--- src/rtl/btn_pkg.sv ---
package btn_pkg;

  // Counter width needed to hold the value n.
  function automatic int cnt_width(int unsigned n);
    return (n < 2) ? 1 : $clog2(n + 1);
  endfunction

  // True when one more tick completes a span of 'limit' ticks.
  function automatic logic span_done(int unsigned seen, int unsigned limit);
    return (seen + 1) >= limit;
  endfunction

  // True when the hold count is exactly one tick short of the threshold.
  function automatic logic hold_hit(int unsigned seen, int unsigned limit);
    return (seen + 1) == limit;
  endfunction

endpackage

--- src/rtl/btn_sync.sv ---
module btn_sync #(
  parameter int   STAGES  = 2,
  parameter logic RST_VAL = 1'b1
) (
  input  logic clk,
  input  logic rst_n,
  input  logic d,
  output logic q
);

  logic [STAGES-1:0] sr;

  generate
    if (STAGES == 1) begin : g_one
      always_ff @(posedge clk or negedge rst_n) begin
        if (!rst_n) sr <= RST_VAL;
        else        sr <= d;
      end
    end else begin : g_chain
      always_ff @(posedge clk or negedge rst_n) begin
        if (!rst_n) sr <= {STAGES{RST_VAL}};
        else        sr <= {sr[STAGES-2:0], d};
      end
    end
  endgenerate

  assign q = sr[STAGES-1];

endmodule

--- src/rtl/btn_debounce.sv ---
module btn_debounce #(
  parameter int unsigned LIMIT = 16,
  parameter int          CW    = 5
) (
  input  logic clk,
  input  logic rst_n,
  input  logic lvl_in,
  input  logic bypass,
  input  logic tick,
  output logic clean
);

  logic [CW-1:0] cnt;
  logic          differs;
  logic          expire;

  assign differs = (lvl_in != clean);
  assign expire  = btn_pkg::span_done(32'(cnt), LIMIT);

  always_ff @(posedge clk or negedge rst_n) begin
    if (!rst_n) begin
      clean <= 1'b1;
      cnt   <= '0;
    end else if (bypass) begin
      clean <= lvl_in;
      cnt   <= '0;
    end else if (!differs) begin
      cnt   <= '0;
    end else if (tick) begin
      if (expire) begin
        clean <= lvl_in;
        cnt   <= '0;
      end else begin
        cnt   <= cnt + CW'(1);
      end
    end
  end

endmodule

--- src/rtl/btn_hold_timer.sv ---
module btn_hold_timer #(
  parameter int unsigned HOLD = 4001,
  parameter int          HW   = 12
) (
  input  logic clk,
  input  logic rst_n,
  input  logic clean_n,
  input  logic tick,
  output logic press,
  output logic override
);

  logic [HW-1:0] hcnt;
  logic          prev_n;
  logic          running;

  assign running = (32'(hcnt) < HOLD);
  assign press   = prev_n & ~clean_n;

  always_ff @(posedge clk or negedge rst_n) begin
    if (!rst_n) begin
      prev_n   <= 1'b1;
      hcnt     <= '0;
      override <= 1'b0;
    end else begin
      prev_n   <= clean_n;
      override <= 1'b0;
      if (clean_n) begin
        hcnt <= '0;
      end else if (tick && running) begin
        hcnt <= hcnt + HW'(1);
        if (btn_pkg::hold_hit(32'(hcnt), HOLD)) override <= 1'b1;
      end
    end
  end

endmodule

--- src/rtl/btn_conditioner.sv ---
module btn_conditioner #(
  parameter int unsigned DBNC_TICKS  = 16,
  parameter int unsigned HOLD_TICKS  = 4001,
  parameter int          SYNC_STAGES = 2
) (
  input  logic clk,
  input  logic rst_n,
  input  logic key_raw_n,
  input  logic dbnc_bypass,
  input  logic ms_tick,
  output logic key_clean_n,
  output logic press_pulse,
  output logic override_pulse
);

  localparam int DCW = btn_pkg::cnt_width(DBNC_TICKS);
  localparam int HCW = btn_pkg::cnt_width(HOLD_TICKS);

  // Internal events brought out by name for the checker.
  logic sync_level;

  btn_sync #(.STAGES(SYNC_STAGES), .RST_VAL(1'b1)) u_sync (
    .clk   (clk),
    .rst_n (rst_n),
    .d     (key_raw_n),
    .q     (sync_level)
  );

  btn_debounce #(.LIMIT(DBNC_TICKS), .CW(DCW)) u_dbnc (
    .clk    (clk),
    .rst_n  (rst_n),
    .lvl_in (sync_level),
    .bypass (dbnc_bypass),
    .tick   (ms_tick),
    .clean  (key_clean_n)
  );

  btn_hold_timer #(.HOLD(HOLD_TICKS), .HW(HCW)) u_hold (
    .clk      (clk),
    .rst_n    (rst_n),
    .clean_n  (key_clean_n),
    .tick     (ms_tick),
    .press    (press_pulse),
    .override (override_pulse)
  );

endmodule

--- config.mk ---
export PLATFORM = sky130hd
export DESIGN_NAME = btn_conditioner
export DESIGN_NICKNAME = d
export VERILOG_FILES = /design/src/rtl/btn_pkg.sv /design/src/rtl/btn_sync.sv /design/src/rtl/btn_debounce.sv /design/src/rtl/btn_hold_timer.sv /design/src/rtl/btn_conditioner.sv
export SDC_FILE = /design/constraint.sdc
export NUM_CORES = 1
export LEC_CHECK = 0
export BUFFER_PORTS_ARGS = -buffer_cell sky130_fd_sc_hd__buf_2
export CAP_MARGIN = 20
export CORE_ASPECT_RATIO = 1.75
export CORE_UTILIZATION = 50
export CTS_CLUSTER_DIAMETER = 50
export DETAILED_ROUTE_END_ITERATION = 10
export PLACE_DENSITY = 0.75
export SYNTH_ARGS = -nofsm -noshare
export SYNTH_HDL_FRONTEND = slang
export SYNTH_SLANG_ARGS = --single-unit
--- constraint.sdc ---
create_clock -name clk -period 4.54 [get_ports clk]
set_input_delay 0.454 -clock clk [delete_from_list [all_inputs] [get_ports clk]]
set_output_delay 0.454 -clock clk [all_outputs]
set_load 0.03 [all_outputs]
* Word-level counts from Yosys, hierarchy flattened *
Index checks and enable logic that the tools add are counted.

storage, ports and cells
  register bits = 22
  input bits = 5
  output and inout bits = 3
  logic and storage cells = 36

operators by class
  add/sub/neg operators = 4
  order comparisons = 2
  equal/unequal tests = 3
  mux-type cells = 13
  bitwise gates (word level) = 2
  reductions and logical operators = 6

operators by type and width
  cell                                                                                   number
  32-bit by 12-bit == test with 1-bit output (second input constant)                     1
  32-bit by 5-bit greater-or-equal comparator with 1-bit output (second input constant)  1
  12-bit 2-to-1 mux                                                                      2
  5-bit 2-to-1 mux                                                                       4
  12-bit by 1-bit adder with 13-bit output (second input constant)                       1
  12-bit by 1-bit adder with 12-bit output (second input constant)                       1
  12-bit less-than comparator (second input constant)                                    1
  2-bit nonzero test                                                                     4
  1-bit 2-to-1 mux                                                                       7
  5-bit by 1-bit adder with 6-bit output (second input constant)                         1
  5-bit by 1-bit adder with 5-bit output (second input constant)                         1
  3-bit != test (second input constant)                                                  1
  3-bit AND reduction                                                                    1
  1-bit bitwise AND                                                                      1
  1-bit logical AND                                                                      1
  1-bit != test                                                                          1
  1-bit NOT                                                                              1

* Logic depth before layout (Yosys ltp) *
Gate-level depths: netlist of run 1.

  word-level depth = 6
  mapped depth = 7
  depth with buffers taken out = 7

* Cells and area by module *
Synthesis of run 1 repeated with hierarchy kept, for this count alone.

second synthesis, totals
  cell total of the unflattened synthesis = 128
  area total of the unflattened synthesis = 1263.7 um2

modules (own cells, without submodules)
  module          instances  cells each  area an instance (um2)
  btn_hold_timer  1          96          888.4
  btn_debounce    1          30          322.8
  btn_sync        1          2           52.6

* Worst setup path before layout of run 1 *
OpenSTA, ideal clock, no wires.

  path kind = reg2reg
  start = reg u_hold.hcnt[0]
  end = reg u_hold.hcnt[9]
  library setup time = 0.127 ns
  data arrival time = 1.905 ns
  data required time = 4.413 ns
  path slack = 2.508 ns
  cell stages (with the launch flop) = 8
  period minus slack after synthesis = 2.032 ns
  cell sequence = dfrtp_1 > inv_1 > ha_1 > or4b_4 > a31oi_4 > o211ai_2 > nor2_1 > mux2_1

between the ends
  word-level cells in the longest chain between the ends = 3
  elaborated cells between the ends (all ways) = 6

RTL lines
  element                                                                                         line                                        RTL
  start: declaration                                                                              btn_hold_timer.sv:13                        logic [HW-1:0] hcnt;
  start signal: assignment                                                                        btn_hold_timer.sv:31                        hcnt <= hcnt + HW'(1);
  12-bit by 1-bit adder with 12-bit output / 12-bit less-than comparator (equally long branches)  btn_hold_timer.sv:31, btn_hold_timer.sv:17
  12-bit 2-to-1 mux / 1-bit logical AND (equally long branches)                                   btn_hold_timer.sv:30                        end else if (tick && running) begin
  12-bit 2-to-1 mux / 2-bit nonzero test (equally long branches)                                  --

Several ways; a longest one is shown, not always the timed one. The select of a mux whose other input is x is not followed.
A chain may end at the register's enable or synchronous reset.

* Worst setup path in the final report of run 1 *
  start = reg u_hold.hcnt[0]
  end = reg u_hold.hcnt[7]

Same word-level chain as after synthesis.

==> impl_metrics.csv, run 1 <==
group,metric,value,unit
yosys,synth_cell_types,42,
yosys,synth_top_area_share,0.3422,
yosys,ys_async_sr_fraction,1.000,
floorplan,die_h,69.88,microns
global_route,grt_pass1_wl,4.616,mm
yosys,synth_seq_cells,22,
global_route,antenna_found_initial,0,
sta,period_minus_slack,2.186,ns
clock_network,cts_buffer_depth,2,
floorplan,initial_core_util,0.5281,
sta,rsz0062_at_grt,"no",
yosys,synth_top_cell_by_area,"dfrtp_1",
yosys,synth_most_common_cell,"dfrtp_1",
sta,worst_pin_slew,0.4838,ns
worst_setup_path,critPathSlowestCell,"or4b_4",
finish,num_antenna_cells,0,
yosys,synth_edf_count,0,
finish,area_growth_syn_to_layout,6.464,%
worst_setup_path,endpoint_kind,"flop",
placed_design,hpwl,1.995,mm
route,drtAntennaViolNets,0,
floorplan,dieWidth,40.79,microns
placed_design,gp_congestion,0.8202,
yosys,synthesis.area,1316,sq um
finish,fill_cells,227,
route,route.detailed.drc,0,
yosys,ys_warn_count,0,
clock_network,clock_sinks,22,
worst_setup_path,crit_chain,"inv_1, ha_1, or4b_4, a31oi_4, o211ai_2, or3_1, a21oi_1",
clock_network,htreeDepth,1,
clock_network,clk_pin_slew,0.08,ns
worst_setup_path,reg2reg_depth,7,
yosys,synth_area_per_cell,9.402,sq um
sta,hold_viol_final,0,
clock_network,cts_root_buffer,"clkbuf_8",
clock_network,cts.repair.resized,0,
worst_setup_path,r2r-start,"u_hold.hcnt[0]",
worst_setup_path,crit_required,4.73,ns
status,status,"finished, final reports clean",
clock_network,hold_buffers,0,
yosys,synthCells,140,
placed_design,port_buffers,7,
clock_network,cts_tree,"done",
worst_setup_path,path_max_fanout,7,
worst_setup_path,worst-setup-path-type,"flop to flop",
clock_network,cts_setup_buffers,0,
min_path,hold_path_class,"input port to asynchronous set/reset pin",
route,drtPass1Iterations,4,
yosys,ys.flop_type,"dfrtp_1",
sta,fin_crit_sh,0.4814,
sta,fin_skew,0.006227,ns
sta,finalSetupTns,0,ns
floorplan,core,2492,sq um
global_route,overflow,0,
clock_network,clk_latency,0.27,ns
global_route,grt_pass1_vias,1072,
yosys,syn_nets,149,
job,maxCapViolCount,0,
worst_setup_path,worstSetupStartpoint,"u_hold.hcnt[0]",
floorplan,rows,24,
route,drt-vias-per-instance,6.118,
route,drtIter0Drc,19,
yosys,ys_seq_area_frac,0.4221,
yosys,ys_top_cells_by_area,"dfrtp_1 34%, dfstp_2 8.0%, xnor2_1 4.7%, nor2_1 4.6%, ha_1 3.8%",
yosys,yosys-top-cells-count,"18 x dfrtp_1, 16 x nor2_1, 12 x nand2_1, 9 x a21oi_1",
route,vias,1034,
global_route,grt_max_degree,23,
sta,finalSetupViolCount,0,
power,vdd_drop_max,0.2126,mV
worst_setup_path,cp-start-kind,"flop",
finish,drive_above_1_share,0.1538,
floorplan,ios,8,
floorplan,die_area,2850,sq um
finish,final_core_util,0.5622,
power,power_density,285.0,nW/um^2
clock_network,numCtsBuffers,3,
route,finalWirelength,2.656,mm
finish,layout.nets,153,
sta,fmax,457.5,MHz
worst_setup_path,worstPathArrival,2.38,ns
route,wl_per_cell,15.72,microns
worst_setup_path,slowest_delay,0.47,ns
sta,drv_slew,0,
power,p_leak,0.5550,nW
global_route,track_usage,0.2295,
sta,timing.slew.headroom,0.6775,
==> path summary, 6_finish.rpt <==
path	end	slack [ns]
max	u_hold.hcnt[7]	2.35
max in group asynchronous	u_dbnc.clean	4.04
min in group clk	u_sync.sr[0]	0.28
max reg2reg	u_hold.hcnt[7]	2.35
min reg2reg	u_sync.sr[1]	0.36
min	u_hold.hcnt[5]	0.14
==> flip-flops by register name, indices dropped and copies added (netlist names) <==
signal,flops
u_hold.hcnt,12
u_hold.prev_n,1
u_hold.override,1
u_dbnc.clean,1
u_dbnc.cnt,5
u_sync.sr,2
==> metrics by stage <==
stage	instance area, sq um	setup slack, ns	total power (W)	hold WS (ns)	instances
detailed placement	1346	2.365	0.0002644	0.3491	165
finish	1401	2.354	0.0003994	0.1367	169
CTS	1401	2.341	0.0004046	0.1532	169
global route	1401	2.208	0.0004216	0.1759	169
floorplan	1316	2.508	0.0002493	0.1584	140
global placement	1346	2.442	0.0002615	0.3466	165
==> metal layers <==
metal	up-vias	part of all wire	global-route usage
li1	502	-	-
met1	500	0.37	0.2585
met2	20	0.56	0.3698
met3	12	0.015	0.03810
met4	0	0.054	0.1370
met5	-	0	0
==> worst max-delay path: cells and delay by family (launching register included) <==
kind                     cells  cell delay [ns]
AO/OA/AOI/OAI                3             0.60
flip-flops                   1             0.41
buffers and inverters        1             0.12
AND/OR/NAND/NOR              2             0.83
adder cells (fa/ha/maj)      1             0.16
==> area by class of cell <==
class	instances	area [sq um]	area share
multi-input cells	105	704.4	0.5027
repair buffers	7	35.03	0.02500
well taps	26	32.53	0.02321
inverters	5	18.77	0.01339
clock buffers	4	55.05	0.03929
flip-flops and latches	22	555.5	0.3964
==> kinds of logic (layout without fill, tap and decap cells) <==
group,after synthesis,count (layout),share of synthesized area
AOI/OAI and AO/OA,31,31,0.1740
xor gates and xnor gates,12,12,0.07985
adders and majority gates,4,4,0.03802
buffers and inverters,13,16,0.04278
DFF,22,22,0.4221
muxes,3,3,0.02471
and+or+nand+nor,55,55,0.2186
==> report_power, final <==
group          switching (W)  internal [W]   total, W
Sequential         0.0000102      0.000205   0.000215
Combinational      0.0000273     0.0000178  0.0000451
Clock              0.0000621     0.0000774   0.000139
==> placed cells by master, fill, tap and decap left out, types with 2 or more instances in the layout <==
cell type	netlist	routed
buf_2	0	7
o21ai_0	6	6
dfrtp_1	18	18
a21oi_1	9	9
or3_1	2	2
dfstp_2	4	4
ha_1	4	4
nor2_1	16	16
nor4b_1	2	2
nand3_1	4	4
xnor2_1	7	7
a41oi_1	2	2
nand2_1	12	12
clkbuf_8	0	4
inv_1	5	5
nor2b_1	2	2
xor2_1	5	5
and3_1	2	2
nor3_1	5	5
o2111ai_1	2	2
and2_1	2	2
o211ai_1	3	3
(Power assumes the default switching activity.)
==> run 2, diff against run 1 <==
--- a/config.mk
+++ b/config.mk
@@ -11,7 +11,7 @@
 export CORE_UTILIZATION = 50
 export CTS_CLUSTER_DIAMETER = 50
 export DETAILED_ROUTE_END_ITERATION = 10
-export PLACE_DENSITY = 0.75
+export PLACE_DENSITY = 0.77
 export SYNTH_ARGS = -nofsm -noshare
 export SYNTH_HDL_FRONTEND = slang
 export SYNTH_SLANG_ARGS = --single-unit
==> constraint.sdc (replaced) <==
create_clock -name clk -period 2 [get_ports clk]
set_input_delay 0.2 -clock clk [delete_from_list [all_inputs] [get_ports clk]]
set_output_delay 0.2 -clock clk [all_outputs]
set_load 0.03 [all_outputs]
==> impl_metrics.csv, run 2 (same netlist as run 1, synthesis figures left out) <==
group,metric,value,unit
clock_network,cts_tree,"done",
power,p_leak,0.6376,nW
finish,num_antenna_cells,0,
min_path,hold_path_class,"input port to flop",
sta,worst_pin_slew,0.4903,ns
placed_design,port_buffers,7,
worst_setup_path,cp-start-kind,"flop",
power,power_density,593.2,nW/um^2
clock_network,clk_latency,0.26,ns
worst_setup_path,worst-setup-path-type,"flop to flop",
placed_design,numPlacedInstances,174,
clock_network,clock_sinks,22,
route,route.detailed.drc,0,
route,drtIter0Drc,73,
finish,finalNonFillerCells,183,
worst_setup_path,crit_chain,"inv_2, ha_1, or4b_4, a31oi_4, o211ai_2, nor2_1, mux2_1",
global_route,grt_max_degree,23,
min_path,worstHoldStart,"key_raw_n",
global_route,grt_pass1_vias,1108,
placed_design,place_ws,0.04200,ns
finish,layout_commonest_cell,"dfrtp_1",
job,maxCapViolCount,0,
worst_setup_path,worstSetupStartpoint,"u_hold.hcnt[1]",
finish,final_cell_mix,"18 x dfrtp_1, 16 x nor2_1, 12 x buf_4",
route,finalWirelength,2.838,mm
floorplan,die_h,69.88,microns
finish,largest_reg_flops,12,
global_route,overflow,0,
clock_network,numCtsBuffers,3,
sta,fin_skew,0.004421,ns
finish,fin_area,1546,sq um
route,drt-vias-per-instance,6.120,
sta,hold_viol_final,0,
finish,final_core_util,0.6205,
finish,area_growth_syn_to_layout,17.49,%
finish,largest-register,"u_hold.hcnt",
global_route,track_usage,0.2323,
floorplan,dieWidth,40.79,microns
clock_network,clk_pin_slew,0.08,ns
sta,drv_slew,0,
worst_setup_path,r2r-start,"u_hold.hcnt[1]",
global_route,grt_pass1_wl,4.595,mm
power,vdd_drop_max,0.5373,mV
finish,drive_above_1_share,0.2739,
placed_design,hpwl,2.046,mm
route,wl_per_cell,15.51,microns
worst_setup_path,slowest_delay,0.47,ns
floorplan,die_area,2850,sq um
sta,finalSetupViolCount,0,
global_route,antenna_found_initial,0,
route,drtAntennaViolNets,0,
worst_setup_path,endpoint_kind,"flop",
floorplan,ios,8,
floorplan,core,2492,sq um
worst_setup_path,crit_cells,7,
sta,fin_ws,0.01482,ns
finish,reg_top3,"u_hold.hcnt x12, u_dbnc.cnt x5, u_sync.sr x2",
placed_design,gp_congestion,0.8621,
floorplan,initial_core_util,0.5281,
sta,fmax,503.7,MHz
finish,layout.nets,167,
clock_network,cts_buffer_depth,2,
clock_network,htreeDepth,1,
clock_network,cts_root_buffer,"clkbuf_8",
worst_setup_path,critPathSlowestCell,"or4b_4",
worst_setup_path,path_delay_family,"simple AND/OR/NAND/NOR gates",
placed_design,place_area,1414,sq um
sta,rsz0062_at_grt,"yes",
sta,timing.slew.headroom,0.6731,
sta,fin_crit_sh,0.9926,
worst_setup_path,reg2reg_depth,7,
worst_setup_path,path_max_fanout,4,
sta,period_minus_slack,1.985,ns
status,status,"finished, final reports clean",
floorplan,rows,24,
worst_setup_path,worstPathArrival,2.13,ns
route,drtPass1Iterations,4,
min_path,whs_path_depth,1,
worst_setup_path,crit_required,2.15,ns
sta,whs,0.03187,ns
route,vias,1120,
worst_setup_path,cp.buffers_inverters,1,
run 2: cell types whose count changed in the layout (fill, tap and decap cells not counted), sizes merged:
cell,previous run,this run
dlygate4sd3,0,1
buf,7,20
run 2: area by class of cell:
| cell class | instances | area, sq um |
|---|---|---|
| fill | 201 | 945.9 |
| multi-input combinational | 105 | 748.2 |
| inverter | 5 | 18.77 |
| timing repair buffer | 21 | 146.4 |
| sequential | 22 | 555.5 |
| tap | 26 | 32.53 |
| clock buffer | 4 | 45.04 |
run 2: where the power goes:
| part | leakage, nW | internal (W) | switching (W) |
|---|---|---|---|
| registers | 0.291 | 0.000464 | 0.0000204 |
| clock network | 0.0228 | 0.000142 | 0.000143 |
| logic | 0.323 | 0.0000690 | 0.0000787 |
| total | 0.638 | 0.000676 | 0.000242 |
run 2: path summary, 6_finish.rpt:
kind | to | slack [ns]
max | u_hold.hcnt[9] | 0.01
min | u_sync.sr[0] | 0.03
max reg2reg | u_hold.hcnt[9] | 0.01
min reg2reg | u_sync.sr[1] | 0.36
max in group asynchronous | u_sync.sr[1] | 1.21
min in group asynchronous | u_hold.hcnt[4] | 0.42
run 2: repair_timing:
item,CTS,global route
buffers inserted,2,2
pin swaps,4,4
hold buffers,1,0
resized for setup,2,10
hold endpoints to repair,18,0
setup endpoints to repair,1,9
run 2: metal layers:
| layer | track usage | vias to the layer above | routed length [microns] |
|---|---|---|---|
| li1 | - | 533 | - |
| met3 | 0.03492 | 14 | 116 |
| met2 | 0.3889 | 43 | 1578 |
| met5 | 0 | - | 0 |
| met4 | 0.1444 | 0 | 125 |
| met1 | 0.2430 | 530 | 1017 |
run 2: per-stage QoR:
step | setup TNS, ns | power [W]
2_1_floorplan | 0 | 0.0005664
3_5_place_dp | 0 | 0.0006168
3_3_place_gp | 0 | 0.0006112
4_1_cts | -0.01699 | 0.0009107
5_1_grt | -0.08790 | 0.0009545
6_report | 0 | 0.0009174
==> run 3, diff against run 2 <==
--- a/config.mk
+++ b/config.mk
@@ -6,12 +6,14 @@
 export NUM_CORES = 1
 export LEC_CHECK = 0
 export BUFFER_PORTS_ARGS = -buffer_cell sky130_fd_sc_hd__buf_2
-export CAP_MARGIN = 20
+export CAP_MARGIN = 5
+export CELL_PAD_IN_SITES_DETAIL_PLACEMENT = 1
+export CELL_PAD_IN_SITES_GLOBAL_PLACEMENT = 1
 export CORE_ASPECT_RATIO = 1.75
-export CORE_UTILIZATION = 50
+export CORE_UTILIZATION = 41
 export CTS_CLUSTER_DIAMETER = 50
 export DETAILED_ROUTE_END_ITERATION = 10
-export PLACE_DENSITY = 0.77
+export PLACE_DENSITY = 0.8
 export SYNTH_ARGS = -nofsm -noshare
 export SYNTH_HDL_FRONTEND = slang
 export SYNTH_SLANG_ARGS = --single-unit
==> constraint.sdc (replaced) <==
create_clock -name clk -period 2 [get_ports clk]
set_input_delay 0.3 -clock clk [delete_from_list [all_inputs] [get_ports clk]]
set_output_delay 0.3 -clock clk [all_outputs]
set_load 0.03 [all_outputs]
==> impl_metrics.csv, run 3 (same netlist as run 1, synthesis figures left out) <==
group,metric,value,unit
route,drtAntennaViolNets,0,
finish,area_growth_syn_to_layout,26.05,%
worst_setup_path,path_max_fanout,4,
sta,hold_viol_final,0,
route,wl_met1,1.352,mm
route,vias,1146,
clock_network,cts_root_buffer,"clkbuf_8",
placed_design,port_buffers,7,
worst_setup_path,endpoint,"u_hold.hcnt[5]",
floorplan,dieWidth,44.83,microns
placed_design,gp_congestion,0.8229,
worst_setup_path,worstSetupStartpoint,"u_hold.hcnt[1]",
sta,fin_skew,0.003584,ns
floorplan,ios,8,
finish,fill_cells,358,
route,drtPass1Iterations,3,
global_route,track_usage,0.2398,
power,power_density,656.4,nW/um^2
floorplan,die_area,3450,sq um
worst_setup_path,cp-start-kind,"flop",
worst_setup_path,critPathSlowestCell,"or4b_4",
sta,timing.slew.headroom,0.6572,
status,violations,"negative setup slack",
finish,layout_commonest_cell,"dfrtp_1",
sta,fin_crit_sh,1.002,
worst_setup_path,crit_chain,"inv_2, ha_4, or4b_4, a31oi_4, buf_6, o211ai_1, xor2_1, nor2_1",
route,drt-vias-per-instance,5.701,
worst_setup_path,rrSetupSlack,-0.005,ns
sta,rsz0062_at_grt,"yes",
clock_network,clock_sinks,22,
worst_setup_path,slowest_delay,0.47,ns
clock_network,cts_buffer_depth,2,
clock_network,cts_tree,"done",
finish,num_antenna_cells,0,
sta,fin_ws,-0.004569,ns
clock_network,clk_pin_slew,0.09,ns
min_path,hold_path_class,"input port to flop",
global_route,grt_max_degree,23,
clock_network,clk_latency,0.28,ns
job,maxCapViolCount,0,
status,status,"finished with violations",
clock_network,htreeDepth,1,
finish,final_core_util,0.5543,
route,drtIter0Drc,16,
global_route,grt_pass1_wl,6.023,mm
worst_setup_path,worstPathArrival,2.20,ns
power,vdd_drop_max,0.6384,mV
finish,largest_reg_flops,12,
finish,layout.nets,169,
finish,reg_top3,"u_hold.hcnt x12, u_dbnc.cnt x5, u_sync.sr x2",
finish,drive_above_1_share,0.3145,
route,route.detailed.drc,0,
finish,final_cell_mix,"18 x dfrtp_1, 15 x nor2_1, 13 x buf_4",
sta,finalSetupViolCount,2,
route,wl_per_cell,17.96,microns
sta,worst_pin_slew,0.5142,ns
global_route,overflow,0,
sta,drv_slew,0,
floorplan,core,2993,sq um
floorplan,initial_core_util,0.4398,
global_route,antenna_found_initial,0,
sta,fmax,498.9,MHz
placed_design,place_area,1434,sq um
worst_setup_path,reg2reg_depth,8,
worst_setup_path,crit_required,2.20,ns
global_route,grt_pass1_vias,1241,
finish,largest-register,"u_hold.hcnt",
worst_setup_path,worst-setup-path-type,"flop to flop",
floorplan,rows,26,
route,met2_length,2.055,mm
worst_setup_path,endpoint_kind,"flop",
sta,period_minus_slack,2.005,ns
route,dr_wl_met3,68,microns
floorplan,die_h,76.96,microns
worst_setup_path,r2r-start,"u_hold.hcnt[1]",
worst_setup_path,r2r_end,"u_hold.hcnt[5]",
power,p_leak,0.6571,nW
clock_network,numCtsBuffers,3,
finish,fin_area,1659,sq um
route,top_layer,"met4",
placed_design,hpwl,2.454,mm
route,finalWirelength,3.609,mm
==> run 3: worst min-delay path by stage <==
stage                     startpoint              to  slack, ns  cells past startpoint
after global routing       key_raw_n    u_sync.sr[0]       0.10                      1
final                      key_raw_n    u_sync.sr[0]       0.11                      1
after floorplan                rst_n   u_dbnc.cnt[0]      0.004                      0
after global placement         rst_n  u_hold.hcnt[4]       0.30                      1
after CTS                  key_raw_n    u_sync.sr[0]       0.11                      1
after detailed placement       rst_n  u_hold.hcnt[2]       0.30                      1
==> run 3: worst max-delay path: cells and delay by family (launching register included) <==
family / cells / cell delay (ns)
AO/OA/AOI/OAI: 2 / 0.32
adder cells (fa/ha/maj): 1 / 0.12
flip-flops: 1 / 0.42
XOR/XNOR: 1 / 0.19
buffers and inverters: 2 / 0.25
AND/OR/NAND/NOR: 2 / 0.62
==> run 3: area by class of cell <==
class | instances | area (sq um) | share of cell area
Clock inverter | 1 | 30.03 | 0.01810
Clock buffer | 3 | 41.29 | 0.02489
Sequential cell | 22 | 555.5 | 0.3348
Tap cell | 42 | 52.55 | 0.03167
Timing Repair Buffer | 23 | 165.2 | 0.09955
Inverter | 5 | 18.77 | 0.01131
Multi-Input combinational cell | 105 | 795.8 | 0.4796
==> run 3: routing by layer <==
metal / track usage / vias up
li1: - / 541
met1: 0.2523 / 576
met2: 0.4324 / 18
met3: 0.03294 / 11
met4: 0.1242 / 0
met5: 0 / -
==> run 3: metrics by stage <==
step	std cells	hold slack (ns)	worst slack, ns	power [W]	setup TNS (ns)
final	201	0.1119	-0.004569	0.001089	-0.005303
after global routing	201	0.1006	-0.1263	0.001126	-0.6051
after CTS	200	0.1060	-0.05627	0.001080	-0.09722
after detailed placement	190	0.2997	-0.06395	0.0006207	-0.1366
after global placement	190	0.2996	0.02421	0.0006126	0
after floorplan	140	0.004409	0.01362	0.0005664	0
==> run 3: timing repair <==
action / CTS / global route
endpoints found under the setup margin: 5 / 10
pin swaps: 9 / 12
buffers inserted: 5 / 1
gates resized for setup: 9 / 11
endpoints found under the hold margin: 18 / 0
hold buffers: 1 / 0
==> run 3: where the power goes <==
part	switching (W)	total (W)	leakage (nW)	internal (W)
logic	0.0000907	0.000168	0.330	0.0000773
registers	0.0000235	0.000488	0.291	0.000464
clock network	0.000165	0.000433	0.0357	0.000268
